### src/rtl/smb_pkg.sv
package smb_pkg;
  typedef enum logic [3:0] {
    ST_IDLE,   // lines released
    ST_SETUP,  // both high before START
    ST_HOLD,   // SDA low, SCL high: START
    ST_BLO,    // bit, SCL low
    ST_BHI,    // bit, SCL high
    ST_RLO,    // repeated start, SCL low
    ST_RHI,    // repeated start, SCL high
    ST_PLO,    // stop, SCL low, SDA low
    ST_PHI,    // stop, SCL high, SDA low
    ST_PEND    // stop, SDA released
  } smb_state_e;

  localparam logic [1:0] RIX_CFG  = 2'd0;
  localparam logic [1:0] RIX_CMD  = 2'd1;
  localparam logic [1:0] RIX_FLAG = 2'd2;
  localparam logic [1:0] RIX_MASK = 2'd3;

  localparam int CMD_RD_BIT   = 24;
  localparam int CMD_BUSY_BIT = 25;
  localparam int CMD_RVAL_BIT = 26;
  localparam int CMD_ERR_BIT  = 27;
  localparam int CFG_DIV_LSB  = 10;
  localparam int CFG_AMSK_BIT = 22;
  localparam int CFG_COMP_BIT = 23;
endpackage

### src/rtl/smb_tick.sv
module smb_tick #(
  parameter int DIV_W = 9
) (
  input  logic             clk,
  input  logic             rst,
  input  logic             run,
  input  logic [DIV_W-1:0] div,
  output logic             tick
);
  logic [DIV_W-1:0] cnt_q;

  always_ff @(posedge clk) begin
    if (rst) begin
      cnt_q <= '0;
    end else if (!run || cnt_q == '0) begin
      cnt_q <= div;
    end else begin
      cnt_q <= cnt_q - 1'b1;
    end
  end

  assign tick = run && (cnt_q == '0);
endmodule

### src/rtl/smb_engine.sv
module smb_engine
  import smb_pkg::*;
#(
  parameter int DIV_W = 9
) (
  input  logic             clk,
  input  logic             rst,
  input  logic             en,
  input  logic             start,
  input  logic             rd,
  input  logic [6:0]       dev,
  input  logic [7:0]       regno,
  input  logic [7:0]       wbyte,
  input  logic             ack_mask,
  input  logic [DIV_W-1:0] div,
  input  logic             sda_in,
  output logic             scl_oe,
  output logic             sda_oe,
  output logic             busy,
  output logic             done,
  output logic             err,
  output logic [7:0]       rbyte
);
  localparam logic [3:0] ACK_SLOT = 4'd8;
  localparam logic [1:0] IDX_RX   = 2'd3;

  smb_state_e  state_q;
  logic [3:0]  bit_q;
  logic [1:0]  idx_q;
  logic [7:0]  sh_q, rx_q, reg_q, wb_q;
  logic [6:0]  dev_q;
  logic        rd_q, err_q, done_q, tick;

  smb_tick #(.DIV_W(DIV_W)) i_tick (
    .clk (clk),
    .rst (rst),
    .run (state_q != ST_IDLE),
    .div (div),
    .tick(tick)
  );

  function automatic logic [7:0] byte_for(input logic [1:0] idx, input logic rdf,
                                          input logic [6:0] d, input logic [7:0] r,
                                          input logic [7:0] w);
    case (idx)
      2'd0:    byte_for = {d, 1'b0};
      2'd1:    byte_for = r;
      2'd2:    byte_for = rdf ? {d, 1'b1} : w;
      default: byte_for = 8'hFF;
    endcase
  endfunction

  always_ff @(posedge clk) begin
    if (rst) begin
      state_q <= ST_IDLE;
      bit_q   <= '0;
      idx_q   <= '0;
      sh_q    <= 8'hFF;
      rx_q    <= '0;
      reg_q   <= '0;
      wb_q    <= '0;
      dev_q   <= '0;
      rd_q    <= 1'b0;
      err_q   <= 1'b0;
      done_q  <= 1'b0;
    end else begin
      done_q <= 1'b0;
      if (!en) begin
        state_q <= ST_IDLE;
      end else begin
        case (state_q)
          ST_IDLE: if (start) begin
            state_q <= ST_SETUP;
            rd_q    <= rd;
            dev_q   <= dev;
            reg_q   <= regno;
            wb_q    <= wbyte;
            idx_q   <= '0;
            bit_q   <= '0;
            err_q   <= 1'b0;
          end
          ST_SETUP: if (tick) state_q <= ST_HOLD;
          ST_HOLD: if (tick) begin
            state_q <= ST_BLO;
            bit_q   <= '0;
            sh_q    <= byte_for(idx_q, rd_q, dev_q, reg_q, wb_q);
          end
          ST_BLO: if (tick) state_q <= ST_BHI;
          ST_BHI: if (tick) begin
            if (bit_q != ACK_SLOT) begin
              bit_q   <= bit_q + 1'b1;
              sh_q    <= {sh_q[6:0], 1'b1};
              if (idx_q == IDX_RX) rx_q <= {rx_q[6:0], sda_in};
              state_q <= ST_BLO;
            end else if (idx_q != IDX_RX && sda_in && !ack_mask) begin
              err_q   <= 1'b1;
              state_q <= ST_PLO;
            end else if (idx_q == IDX_RX || (idx_q == 2'd2 && !rd_q)) begin
              state_q <= ST_PLO;
            end else if (idx_q == 2'd1 && rd_q) begin
              idx_q   <= 2'd2;
              state_q <= ST_RLO;
            end else begin
              idx_q   <= idx_q + 1'b1;
              bit_q   <= '0;
              sh_q    <= byte_for(idx_q + 1'b1, rd_q, dev_q, reg_q, wb_q);
              state_q <= ST_BLO;
            end
          end
          ST_RLO: if (tick) state_q <= ST_RHI;
          ST_RHI: if (tick) state_q <= ST_HOLD;
          ST_PLO: if (tick) state_q <= ST_PHI;
          ST_PHI: if (tick) state_q <= ST_PEND;
          ST_PEND: if (tick) begin
            state_q <= ST_IDLE;
            done_q  <= 1'b1;
          end
          default: state_q <= ST_IDLE;
        endcase
      end
    end
  end

  // Line drive is a decode of registered state only.
  always_comb begin
    scl_oe = (state_q == ST_BLO) || (state_q == ST_RLO) || (state_q == ST_PLO);
    sda_oe = (state_q == ST_HOLD) || (state_q == ST_PLO) || (state_q == ST_PHI) ||
             (((state_q == ST_BLO) || (state_q == ST_BHI)) &&
              (bit_q != ACK_SLOT) && !sh_q[7]);
  end

  assign busy  = (state_q != ST_IDLE);
  assign done  = done_q;
  assign err   = err_q;
  assign rbyte = rx_q;
endmodule

### src/rtl/smb_byte_master.sv
module smb_byte_master
  import smb_pkg::*;
#(
  parameter int DIV_W = 9
) (
  input  logic        clk,
  input  logic        rst,
  input  logic        reg_we,
  input  logic [1:0]  reg_addr,
  input  logic [31:0] reg_wdata,
  output logic [31:0] reg_rdata,
  output logic        irq,
  output logic        scl_oe,
  output logic        sda_oe,
  input  logic        sda_in
);
  // Divider field must end below the mask bit (DIV_W <= 12).
  localparam int DIV_MSB = CFG_DIV_LSB + DIV_W - 1;

  logic             en_q, mode_q, amask_q, comp_q;
  logic [7:0]       tid_q;
  logic [DIV_W-1:0] div_q;
  logic [15:0]      data_q;
  logic [7:0]       raddr_q;
  logic             rd_q, rvalid_q, err_q, flag_q, mask_q, irq_q;
  logic             eng_busy, eng_done, eng_err;
  logic [7:0]       eng_rbyte;
  logic             cmd_wr, start;
  logic [31:0]      rd_mux;
  logic             unused_bits;

  assign cmd_wr = reg_we && (reg_addr == RIX_CMD);
  assign start  = cmd_wr && en_q && !eng_busy;

  smb_engine #(.DIV_W(DIV_W)) i_eng (
    .clk     (clk),
    .rst     (rst),
    .en      (en_q),
    .start   (start),
    .rd      (reg_wdata[CMD_RD_BIT]),
    .dev     (tid_q[7:1]),
    .regno   (reg_wdata[23:16]),
    .wbyte   (reg_wdata[7:0]),
    .ack_mask(amask_q),
    .div     (div_q),
    .sda_in  (sda_in),
    .scl_oe  (scl_oe),
    .sda_oe  (sda_oe),
    .busy    (eng_busy),
    .done    (eng_done),
    .err     (eng_err),
    .rbyte   (eng_rbyte)
  );

  always_ff @(posedge clk) begin
    if (rst) begin
      en_q <= 1'b0; mode_q <= 1'b0; amask_q <= 1'b0; comp_q <= 1'b0;
      tid_q <= '0; div_q <= '0;
      data_q <= '0; raddr_q <= '0; rd_q <= 1'b0;
      rvalid_q <= 1'b0; err_q <= 1'b0;
      flag_q <= 1'b0; mask_q <= 1'b0; irq_q <= 1'b0;
    end else begin
      if (reg_we) begin
        case (reg_addr)
          RIX_CFG: begin
            en_q    <= reg_wdata[0];
            mode_q  <= reg_wdata[1];
            tid_q   <= reg_wdata[9:2];
            div_q   <= reg_wdata[DIV_MSB:CFG_DIV_LSB];
            amask_q <= reg_wdata[CFG_AMSK_BIT];
            comp_q  <= reg_wdata[CFG_COMP_BIT];
          end
          RIX_CMD: if (!eng_busy) begin
            data_q  <= reg_wdata[15:0];
            raddr_q <= reg_wdata[23:16];
            rd_q    <= reg_wdata[CMD_RD_BIT];
            if (en_q) begin
              rvalid_q <= 1'b0;
              err_q    <= 1'b0;
            end
          end
          RIX_FLAG: if (reg_wdata[0]) flag_q <= 1'b0;
          default:  mask_q <= reg_wdata[0];
        endcase
      end
      if (eng_done) begin
        flag_q   <= 1'b1;
        err_q    <= eng_err;
        rvalid_q <= rd_q && !eng_err;
        if (rd_q && !eng_err) data_q[7:0] <= eng_rbyte;
      end
      irq_q <= flag_q && mask_q;
    end
  end

  always_comb begin
    rd_mux = '0;
    case (reg_addr)
      RIX_CFG: begin
        rd_mux[0]                   = en_q;
        rd_mux[1]                   = mode_q;
        rd_mux[9:2]                 = tid_q;
        rd_mux[DIV_MSB:CFG_DIV_LSB] = div_q;
        rd_mux[CFG_AMSK_BIT]        = amask_q;
        rd_mux[CFG_COMP_BIT]        = comp_q;
      end
      RIX_CMD: begin
        rd_mux[15:0]         = data_q;
        rd_mux[23:16]        = raddr_q;
        rd_mux[CMD_RD_BIT]   = rd_q;
        rd_mux[CMD_BUSY_BIT] = eng_busy;
        rd_mux[CMD_RVAL_BIT] = rvalid_q;
        rd_mux[CMD_ERR_BIT]  = err_q;
      end
      RIX_FLAG: rd_mux[0] = flag_q;
      default:  rd_mux[0] = mask_q;
    endcase
  end

  always_ff @(posedge clk) begin
    if (rst) reg_rdata <= '0;
    else     reg_rdata <= rd_mux;
  end

  assign irq         = irq_q;
  assign unused_bits = ^{reg_wdata[31:28], reg_wdata[21:DIV_MSB+1]};
endmodule

### config.mk
export PLATFORM = sky130hd
export DESIGN_NAME = smb_byte_master
export DESIGN_NICKNAME = d
export VERILOG_FILES = /design/src/rtl/smb_pkg.sv /design/src/rtl/smb_tick.sv /design/src/rtl/smb_engine.sv /design/src/rtl/smb_byte_master.sv
export SDC_FILE = /design/constraint.sdc
export NUM_CORES = 1
export LEC_CHECK = 0
export BUFFER_PORTS_ARGS = -buffer_cell sky130_fd_sc_hd__buf_2
export CAP_MARGIN = 10
export CORE_ASPECT_RATIO = 1.75
export CORE_MARGIN = 3
export CORE_UTILIZATION = 40
export CTS_BUF_LIST = sky130_fd_sc_hd__clkbuf_8
export CTS_CLUSTER_SIZE = 12
export DETAILED_ROUTE_END_ITERATION = 10
export PLACE_DENSITY = 0.67
export SLEW_MARGIN = 15
export SYNTH_ARGS = -nofsm -noshare
export SYNTH_HDL_FRONTEND = slang
export SYNTH_SLANG_ARGS = --single-unit
export TNS_END_PERCENT = 1
### constraint.sdc
create_clock -name clk -period 3.9 [get_ports clk]
set_input_delay 0.585 -clock clk [delete_from_list [all_inputs] [get_ports clk]]
set_output_delay 0.585 -clock clk [all_outputs]
set_load 0.05 [all_outputs]
==> run summary <==
================================================================================
Total negative setup slack                                                  0 ns
First-pass GRT wire length                                          24,800 microns
Post-route minimum period                                                2.76 ns
Primary FF master, synth                                                 dfxtp_1
Global routing's busiest layer                                              met2
Slew at the pin with the worst max-slew slack                            1.09 ns
Start-to-end type of the worst setup path                           register to primary output
Number of hold-repair buffers added at the cts stage                           0
Filler cell count in the final layout                                      1,397
Site Rows                                                                     58
Minimum setup slack in the final design                                  1.14 ns
Met3 demand-to-capacity share in global routing                            4.09%
Syn-to-layout area delta                                                   13.0%
Pins Over Slew Limit                                                           0
Cells after Synth                                                            710
Max H-tree Level                                                               4
Number of buffers on the longest clock path                                    2
Maximum number of pins on one net before global-route repair                  61
Post-synth cell types                                                         62
Class of the worst hold path                                        input port to register
Power per Cell Area                                                  415 mW/mm^2
CORE AREA                                                           0.0144 sq mm
Highest Clock Rate                                                     0.362 GHz
Post-Syn Area per Cell                                                8.37 sq um
Number of antenna repair diodes                                                0
TritonCTS Buffers                                                             17
Initial standard-cell utilization of the core                              41.1%
TritonCTS clock tree                                                         yes
Area used by multi-input combinational logic                        0.00289 sq mm
Wire length per cell after detailed routing                         16.2 microns
Drt first-iter violations                                                    340
Clock-pin slew on the worst setup and hold paths                         0.08 ns
Area occupied by registers                                          0.00280 sq mm
Global route total overflow                                                    0
Minimum setup slack among reg-to-reg paths                               1.27 ns
Placed cell count                                                            910
Origin of the critical flop-to-flop path                            i_eng.state_q[0]
Met2 layer usage reported by global route                                  33.3%
Mapped Area                                                         0.00594 sq mm
Total count of hold-check failures in the final report                         0
Number of buffers inserted by port buffering                                  61
1st-pass router iterations                                                     7
Post-synth ARST share                                                         0%
Critical Path End Type                                              primary output
Result of the run                                                      completed
Depth of the worst register-to-register path                                   6
Leakage                                                                  2.52 nW
Post-DRT Antenna Nets                                                          0
Worst slew margin relative to its limit                                    27.2%
Die Span X                                                          98.1 microns
Unrepaired setup endpoints after global routing                               no
Final core occ                                                             46.5%
Aggregate global-route resource usage                                      18.8%
Via density                                                                 5.49
Largest fanout on the critical path                                           10
Worst setup path end                                                      sda_oe
Met1 demand-to-capacity share in global routing                            21.2%
Peak ir drop on the vdd network                                         0.290 mV
Worst endpoint data arrival time                                         2.17 ns
Pre-CTS setup slack                                                      1.15 ns
Commonest non-fill, non-tap cell in the layout                           nand2_1
Count of clock tree sinks                                                    140
Final net count                                                              796
Die outline area                                                    0.0164 sq mm
Final setup violation count                                                    0
Chip height                                                          167 microns
Number of standard cells in the final layout excluding fillers               942
Worst-Skew Late Latency                                                  0.44 ns
Total of flip-flops plus latches after synthesis                             140
Post-synth EDFFs                                                               0
Fraction of the yosys area taken by sequential cells                       47.2%
Post-cts gate resize count                                                     0
Library cell used as clock root buffer                                  clkbuf_8
Setup repair bufs after CTS                                                    0
Routability-driven placement congestion ratio                              0.853
Worst reg2reg path endpoint                                                err_q
Worst-case clock skew                                                  0.0126 ns
Vias in the first global route                                             4,861
WP data required                                                         3.31 ns
Number of max-cap violations                                                   0
Post-route DRC violation count                                                 0
Final wirelength                                                    15,300 microns
Crit share post-route                                                      70.7%
Half-perimeter wire length of the detailed placement result         10,500 microns
Via count                                                                  5,170
Initial antenna violation count                                                2
Fraction of final layout cells with drive strength greater than 1          15.4%
Crit start category                                                     register
Synth Warn #                                                                   0
Worst setup path start                                              i_eng.bit_q[0]
Number of top-level pins                                                      73
Most frequent cells in the layout                                   171 x nand2_1, 140 x dfxtp_1, 91 x a21oi_1
================================================================================
==> cell usage after synthesis, drive strengths merged (10+ instances only) <==
master | number | area (sq um)
clkbuf | 34 | 128
buf | 18 | 111
nor2 | 49 | 184
a22o | 20 | 175
a311oi | 10 | 87.6
dfxtp | 140 | 2800
and2 | 11 | 71.3
mux2i | 10 | 100
a21oi | 92 | 464
nand2 | 172 | 648
o21ai | 19 | 95.1
nor3 | 16 | 96.4
==> cell families after synthesis <==
family	after synthesis	synth area share, %
compound gates	181	19.8
xor+xnor	5	0.737
fa+ha+maj	9	1.90
buf+inv	61	4.59
flops	140	47.2
mux	11	2.06
other cells	1	0.0631
simple gates	302	23.7
==> worst min path at each step <==
stage / cells past startpoint / end / slack [ns] / startpoint
2_1_floorplan: 1 / reg_rdata[19] / 0.43 / raddr_q[3]
3_3_place_gp: 2 / raddr_q[3] / 0.44 / raddr_q[3]
3_5_place_dp: 1 / reg_rdata[19] / 0.45 / raddr_q[3]
4_1_cts: 3 / div_q[2] / 0.37 / reg_wdata[12]
5_1_grt: 3 / div_q[0] / 0.37 / reg_wdata[10]
6_report: 3 / data_q[12] / 0.39 / reg_wdata[12]
==> power by group <==
group          internal (mW)  switching, mW  total [mW]
clock network          0.577          0.589        1.17
logic                 0.0466          0.111       0.157
registers               1.45         0.0144        1.46
total                   2.07          0.714        2.79
==> metal layers <==
metal / share of wire, % / vias up
met5: 0.20 / -
met3: 4.2 / 41
met2: 53 / 148
met1: 40 / 2428
met4: 3.3 / 4
li1: - / 2549
==> flip-flops by register name (all words and copies together), names as in the netlist, 2 cells and up <==
register,flops
reg_rdata,28
data_q,16
div_q,9
i_eng.i_tick.cnt_q,9
i_eng.rbyte,8
i_eng.reg_q,8
i_eng.sh_q,8
i_eng.wb_q,8
raddr_q,8
tid_q,8
i_eng.dev_q,7
i_eng.bit_q,4
i_eng.state_q,4
i_eng.idx_q,2
==> cell type report <==
cell class | instances | share of cell area [%]
clock buffer | 17 | 3.48
multi-input combinational | 512 | 43.1
inverter | 9 | 0.503
timing repair buffer | 69 | 5.48
sequential | 140 | 41.7
clock inverter | 15 | 2.37
tap | 180 | 3.35
==> through the flow <==
stage	hold slack (ns)	power, mW	instance area, sq um
after global routing	0.370	2.89	6710
after CTS	0.368	2.81	6710
final	0.388	2.79	6710
after detailed placement	0.446	1.65	6320
after floorplan	0.430	1.60	5950
after global placement	0.440	1.65	6320
==> worst max-delay path: stages, from the launching register on <==
cell     delay, ns
dfxtp_1       0.34
inv_1         0.08
ha_1          0.18
and3b_1       0.45
nor2_1        0.07
a22oi_1       0.26
o22ai_1       0.11
buf_2         0.24
Power figures use the tool's default switching activity.
